[src/rtl/gis_pkg.sv]
package gis_pkg;

    typedef enum logic [3:0] {
        SENSE_RISE = 4'd8,
        SENSE_FALL = 4'd9,
        SENSE_HIGH = 4'd10,
        SENSE_LOW  = 4'd11,
        SENSE_BOTH = 4'd12
    } sense_e;

    localparam logic [5:0] OFS_ACCEPT = 6'h14;
    localparam logic [5:0] OFS_EN_SET = 6'h18;
    localparam logic [5:0] OFS_EN_CLR = 6'h1C;
    localparam logic [5:0] OFS_RAW    = 6'h20;
    localparam logic [5:0] OFS_MASKED = 6'h24;
    localparam logic [5:0] OFS_CLEAR  = 6'h28;

    typedef struct packed {
        logic        wr;
        logic        win;
        logic [5:0]  addr;
        logic [31:0] data;
    } bus_req_t;

    // Detection decision for one pin given its code, current and previous level.
    function automatic logic sense_hit(logic [3:0] code, logic cur, logic prev);
        case (code)
            SENSE_RISE: sense_hit = cur & ~prev;
            SENSE_FALL: sense_hit = ~cur & prev;
            SENSE_HIGH: sense_hit = cur;
            SENSE_LOW:  sense_hit = ~cur;
            SENSE_BOTH: sense_hit = cur ^ prev;
            default:    sense_hit = 1'b0;
        endcase
    endfunction

endpackage

[src/rtl/gis_regfile.sv]
module gis_regfile
    import gis_pkg::*;
#(
    parameter int NPINS   = 32,
    parameter int CODE_W  = 4,
    parameter int PER_REG = 8
) (
    input  logic                      clk,
    input  logic                      rst,
    input  bus_req_t                  req,
    input  logic [NPINS-1:0]          pend,
    output logic [NPINS-1:0]          accept,
    output logic [NPINS-1:0]          enable,
    output logic [NPINS-1:0]          clear,
    output logic [NPINS*CODE_W-1:0]   sense,
    output logic [31:0]               rdata
);
    localparam int NREG = NPINS / PER_REG;
    localparam int REGW = CODE_W * PER_REG;

    logic [NREG-1:0][REGW-1:0] code_reg;
    logic wr_ctl, wr_code;

    assign wr_ctl  = req.wr && !req.win;
    assign wr_code = req.wr && req.win && (req.addr[1:0] == 2'b00);

    always_ff @(posedge clk) begin
        if (rst) begin
            accept <= '0;
            enable <= '0;
        end else if (wr_ctl) begin
            case (req.addr)
                OFS_ACCEPT: accept <= req.data[NPINS-1:0];
                OFS_EN_SET: enable <= enable | req.data[NPINS-1:0];
                OFS_EN_CLR: enable <= enable & ~req.data[NPINS-1:0];
                default: ;
            endcase
        end
    end

    for (genvar r = 0; r < NREG; r++) begin : g_code
        always_ff @(posedge clk) begin
            if (rst)
                code_reg[r] <= '0;
            else if (wr_code && (int'(req.addr[5:2]) == r))
                code_reg[r] <= req.data[REGW-1:0];
        end
    end

    assign sense = code_reg;
    assign clear = (wr_ctl && req.addr == OFS_CLEAR) ? req.data[NPINS-1:0] : '0;

    always_comb begin
        rdata = '0;
        if (!req.win) begin
            case (req.addr)
                OFS_ACCEPT: rdata = 32'(accept);
                OFS_EN_CLR: rdata = 32'(enable);
                OFS_RAW:    rdata = 32'(pend);
                OFS_MASKED: rdata = 32'(pend & enable);
                default:    rdata = '0;
            endcase
        end else if (req.addr[1:0] == 2'b00) begin
            for (int r = 0; r < NREG; r++)
                if (int'(req.addr[5:2]) == r) rdata = 32'(code_reg[r]);
        end
    end

    p_enable_set_r3: assert property (@(posedge clk) disable iff (rst)
        (wr_ctl && req.addr == OFS_EN_SET) |=>
            ((enable & $past(req.data[NPINS-1:0])) == $past(req.data[NPINS-1:0])));

    p_enable_clr_r3: assert property (@(posedge clk) disable iff (rst)
        (wr_ctl && req.addr == OFS_EN_CLR) |=>
            ((enable & $past(req.data[NPINS-1:0])) == '0));

endmodule

[src/rtl/gis_detect.sv]
module gis_detect
    import gis_pkg::*;
#(
    parameter int NPINS  = 32,
    parameter int CODE_W = 4
) (
    input  logic                     clk,
    input  logic                     rst,
    input  logic [NPINS-1:0]         pins,
    input  logic [NPINS*CODE_W-1:0]  sense,
    output logic [NPINS-1:0]         hit
);
    logic [NPINS-1:0] pin_q;

    // Edge history runs regardless of acceptance or code changes.
    always_ff @(posedge clk) begin
        if (rst) pin_q <= '0;
        else     pin_q <= pins;
    end

    for (genvar i = 0; i < NPINS; i++) begin : g_pin
        assign hit[i] = sense_hit(sense[i*CODE_W +: CODE_W], pins[i], pin_q[i]);
    end

endmodule

[src/rtl/gis_pending.sv]
module gis_pending #(
    parameter int NPINS = 32
) (
    input  logic             clk,
    input  logic             rst,
    input  logic [NPINS-1:0] hit,
    input  logic [NPINS-1:0] accept,
    input  logic [NPINS-1:0] clear,
    output logic [NPINS-1:0] pend
);
    logic [NPINS-1:0] evt;

    assign evt = hit & accept;

    // A fresh event outranks a same-cycle clear.
    always_ff @(posedge clk) begin
        if (rst) pend <= '0;
        else     pend <= (pend & ~clear) | evt;
    end

    p_accept_gate_r2: assert property (@(posedge clk) disable iff (rst)
        1'b1 |=> ((pend & ~$past(pend) & ~$past(accept)) == '0));

    p_event_wins_r12: assert property (@(posedge clk) disable iff (rst)
        (|evt) |=> ((pend & $past(evt)) == $past(evt)));

    p_clear_w1c_r5: assert property (@(posedge clk) disable iff (rst)
        (|(clear & ~evt)) |=> ((pend & $past(clear & ~evt)) == '0));

endmodule

[src/rtl/gpio_irq_sense_ctrl.sv]
module gpio_irq_sense_ctrl
    import gis_pkg::*;
#(
    parameter int NPINS   = 32,
    parameter int CODE_W  = 4,
    parameter int PER_REG = 8
) (
    input  logic        clk,
    input  logic        rst,
    input  logic [31:0] pin_in,
    input  logic        bus_wr,
    input  logic        bus_win,
    input  logic [5:0]  bus_addr,
    input  logic [31:0] bus_wdata,
    output logic [31:0] bus_rdata,
    output logic        irq_lo,
    output logic        irq_hi
);
    localparam int GRP = NPINS / 2;

    bus_req_t                  req;
    logic [NPINS-1:0]          accept, enable, clear, pend, hit, masked;
    logic [NPINS*CODE_W-1:0]   sense;

    assign req = '{wr: bus_wr, win: bus_win, addr: bus_addr, data: bus_wdata};

    gis_regfile #(.NPINS(NPINS), .CODE_W(CODE_W), .PER_REG(PER_REG)) u_regs (
        .clk(clk), .rst(rst), .req(req), .pend(pend),
        .accept(accept), .enable(enable), .clear(clear),
        .sense(sense), .rdata(bus_rdata)
    );

    gis_detect #(.NPINS(NPINS), .CODE_W(CODE_W)) u_detect (
        .clk(clk), .rst(rst), .pins(pin_in[NPINS-1:0]),
        .sense(sense), .hit(hit)
    );

    gis_pending #(.NPINS(NPINS)) u_pend (
        .clk(clk), .rst(rst), .hit(hit), .accept(accept),
        .clear(clear), .pend(pend)
    );

    assign masked = pend & enable;
    assign irq_lo = |masked[GRP-1:0];
    assign irq_hi = |masked[NPINS-1:GRP];

    p_irq_lo_r11: assert property (@(posedge clk) disable iff (rst)
        irq_lo |-> (|(pend[GRP-1:0] & enable[GRP-1:0])));

    p_irq_hi_r11: assert property (@(posedge clk) disable iff (rst)
        (|(pend[NPINS-1:GRP] & enable[NPINS-1:GRP])) |-> irq_hi);

endmodule

[config.mk]
export PLATFORM = sky130hd
export DESIGN_NAME = gpio_irq_sense_ctrl
export DESIGN_NICKNAME = d
export VERILOG_FILES = /design/src/rtl/gis_pkg.sv /design/src/rtl/gis_regfile.sv /design/src/rtl/gis_detect.sv /design/src/rtl/gis_pending.sv /design/src/rtl/gpio_irq_sense_ctrl.sv
export SDC_FILE = /design/constraint.sdc
export NUM_CORES = 1
export LEC_CHECK = 0
export ABC_AREA = 1
export BUFFER_PORTS_ARGS = -buffer_cell sky130_fd_sc_hd__buf_2
export CAP_MARGIN = 40
export CORE_ASPECT_RATIO = 1.4
export CORE_MARGIN = 3
export CORE_UTILIZATION = 50
export CTS_BUF_LIST = sky130_fd_sc_hd__clkbuf_8
export CTS_CLUSTER_DIAMETER = 200
export CTS_CLUSTER_SIZE = 14
export DETAILED_ROUTE_END_ITERATION = 10
export HOLD_SLACK_MARGIN = 0.08
export PLACE_DENSITY = 0.72
export SLEW_MARGIN = 20
export SYNTH_ARGS = -nofsm -noshare
export SYNTH_HDL_FRONTEND = slang
export SYNTH_HIERARCHICAL = 1
export SYNTH_SLANG_ARGS = --single-unit
export TNS_END_PERCENT = 5
[constraint.sdc]
create_clock -name clk -period 1.25 [get_ports clk]
set_input_delay 0.1875 -clock clk [delete_from_list [all_inputs] [get_ports clk]]
set_output_delay 0.1875 -clock clk [all_outputs]
set_load 0.005 [all_outputs]
==> flow_summary.toml <==
[run_status]
status = "finished with violations"
violations = "negative setup slack"

[placement]
port_buffers = 107
place_hpwl_um = 40300
dpl_cell_area_um2 = 18300
routabilityCongestion = 0.956

[global_routing]
grt-ovfl-total = 0
grt_pass1_vias = 17495
grt_max_degree = 55
grt_usage_pct = 32.0
grt_pass1_wl_um = 89100
antenna_found_initial = 0

[power]
leakagePower_nw = 9.90
p_comb_share_pct = 14.0
irDropWorstVdd_mv = 0.759
seq_power_share_pct = 55.3
p_sw_w = 0.00427
sw_frac_of_total_pct = 28.5
internal_power_w = 0.0107
power_w = 0.0150
p_per_area_nw_per_um2 = 753
clkPwrFrac_pct = 30.6

[detailed_routing]
first_iter_violations = 1769
wl_per_cell_um = 17.0
wl_um = 57200
num_vias = 18422
dr.pass1.iters = 8
ant_nets = 0
route.detailed.drc = 0
avgViaCountPerCell = 5.48

[final_layout]
fill_cells = 3016
drive_gt1_share_pct = 18.2
design_area_um2 = 19900
antennaDiodeCount = 0
nets = 3107
syn_to_final_growth_pct = 22.2

[timing]
worstMarginPinSlew_ns = 0.472
clock_skew_ns = 0.0266
min_period_ns = 1.81
rsz0062_at_grt = "yes"
period_share_pct = 145
setup_ws_ns = -0.562
clock.fmax_mhz = 552
hold_viol = 0
slew_headroom_pct = 68.5
finalSetupViolCount = 42
maxSlewViolCount = 0
tns_ns = -16.12
whs_ns = 0.0986

[floorplanning]
die_h_um = 219
rows = 77
die_w_um = 158
ioPinCount = 108
fp.dieArea_um2 = 34700
start_util_pct = 51.1
core_um2 = 31800

[critical_path]
cp.arrival_ns = 1.62
path_max_fanout = 3
cpPeakStageDelay_ns = 0.35
crit_chain = "inv_1 -> a21oi_1 -> nand3_1 -> nand3_2 -> nand2_2 -> nand2_1 -> buf_2"
cp_top_family = "simple AND/OR/NAND/NOR gates"
crit_required_ns = 1.06
startpoint_type = "flip-flop"
endpoint_kind = "primary output"
timing.critical_path.buf_inv = 2
crit_slowest_cell = "dfxtp_2"
r2r_start = "u_detect/pin_q[17]$_SDFF_PP0_"
path_class = "reg2out"

[yosys]
syn_area_um2 = 16300
yosysSeqAreaShare_pct = 31.5
synthesis.nets = 2874
synthCells = 2736
ys_types = 24
synth-seq-cells = 256
ys_warn_count = 6
avgSynthCellArea_um2 = 5.94

[clocking]
h-tree-depth = 1
clk_pin_slew_worst_paths_ns = 0.10
numCtsBuffers = 22
clk_latency_ns = 0.58
cts.path.max_buffers = 3
clkSinkCount = 256
cts_tree = "yes"
root_buffer = "clkbuf_8"

[min_path]
hp-start = "pin_in[8]"
min_path_type = "in2reg"

[run]
cap_violations = 0
[cell usage after synthesis]
| cell type | number | share of area [%] |
|---|---|---|
| nor2_1 | 473 | 11 |
| nor2_4 | 16 | 1.1 |
| ha_1 | 64 | 4.9 |
| nand4_1 | 34 | 1.3 |
| clkbuf_1 | 67 | 1.5 |
| inv_1 | 450 | 10 |
| nand3_2 | 1 | 0.062 |
| nor2_2 | 20 | 0.77 |
| dfxtp_1 | 256 | 32 |
| nand2_1 | 641 | 15 |
| a21oi_1 | 117 | 3.6 |
| buf_6 | 3 | 0.21 |
| buf_4 | 6 | 0.28 |
| buf_2 | 43 | 1.3 |
| o21ai_0 | 134 | 4.1 |
| o211ai_1 | 32 | 1.5 |
| inv_2 | 9 | 0.21 |
| a21boi_1 | 2 | 0.092 |
| buf_1 | 10 | 0.23 |
| o21ai_1 | 26 | 0.80 |
| nand2_2 | 4 | 0.15 |
| nand3b_1 | 4 | 0.18 |
| clkinv_1 | 1 | 0.023 |
| nand3_1 | 323 | 9.9 |
[stage by stage]
stage / utilization (%) / worst slack (ns) / cells
6_report: 62.5 / -0.562 / 3364
5_1_grt: 62.5 / -0.609 / 3364
4_1_cts: 61.7 / -0.505 / 3364
3_5_place_dp: 57.6 / -0.487 / 3266
3_3_place_gp: 57.6 / -0.423 / 3266
2_1_floorplan: - / -0.0157 / 2736
[metal layers]
layer,GRT usage [%],vias to the layer above,part of all wire [%]
met1,37.7,8443,38
met3,5.15,209,8.3
met4,19.2,0,6.3
met5,0,-,0
met2,54.2,859,47
li1,-,8911,-
[power groups by stage]
| stage | combinational [W] | clock, W | sequential (W) |
|---|---|---|---|
| final | 0.00210 | 0.00459 | 0.00828 |
| after global routing | 0.00227 | 0.00493 | 0.00829 |
| after CTS | 0.00202 | 0.00465 | 0.00828 |
| after detailed placement | 0.00183 | 0 | 0.00847 |
| after global placement | 0.00180 | 0 | 0.00847 |
| after floorplan | 0.000875 | 0 | 0.00846 |
[layout by cell type, fill, tap and decap left out, types with 10 or more instances in the layout]
master,synthesis,routed
a21oi_1,117,91
a21oi_2,0,26
buf_12,0,33
buf_2,43,101
buf_4,6,127
clkbuf_8,0,23
dfxtp_1,256,154
dfxtp_2,0,97
dlygate4sd3_1,0,69
ha_1,64,60
inv_1,450,435
inv_2,9,22
nand2_1,641,609
nand2_2,4,34
nand3_1,323,314
nand3_2,1,10
nand4_1,34,34
nor2_1,473,463
nor2_2,20,27
nor2_4,16,19
o211ai_1,32,32
o21ai_0,134,133
o21ai_1,26,25
[path summary, 6_finish.rpt]
check / to / slack, ns / cells past startpoint
worst max-delay path: bus_rdata[2] / -0.56 / 7
worst min-delay path: u_detect/pin_q[8]$_SDFF_PP0_ / 0.1 / 4
worst max register to register: u_pend/pend[17]$_SDFF_PP0_ / -0.10 / 8
worst min register to register: u_pend/pend[30]$_SDFF_PP0_ / 0.47 / 2
[kinds of logic after synthesis]
| kind of cell | count (synthesis) | share of synthesized area [%] |
|---|---|---|
| adders and majority gates | 64 | 4.93 |
| DFF | 256 | 31.5 |
| AOI/OAI and AO/OA | 311 | 10.1 |
| and+or+nand+nor | 1516 | 39.2 |
| buffers and inverters | 589 | 14.2 |
[what timing repair did]
item,in CTS,in global routing
setup endpoints to repair,45,74
endpoints found under the hold margin,224,0
buffers inserted,3,0
hold buffers,71,0
pin swaps,12,44
resized for setup,118,96
[worst register-to-register path: cells and delay by family, from the launching register on]
kind            cells  cell delay, ns
simple gates        5            0.48
flops               1            0.33
fa+ha+maj           1            0.28
compound gates      1            0.08
buf+inv             1            0.05
[final cells by class]
| cell class | count | area, um2 | share of cell area [%] |
|---|---|---|---|
| multi-input combinational | 1891 | 9150 | 46.1 |
| sequential | 256 | 5270 | 26.5 |
| timing repair buffer | 338 | 2900 | 14.6 |
| inverter | 460 | 1730 | 8.71 |
| tap | 395 | 494 | 2.49 |
| clock buffer | 23 | 317 | 1.59 |
| clock inverter | 1 | 11.3 | 0.0567 |
(Power assumes the default switching activity.)
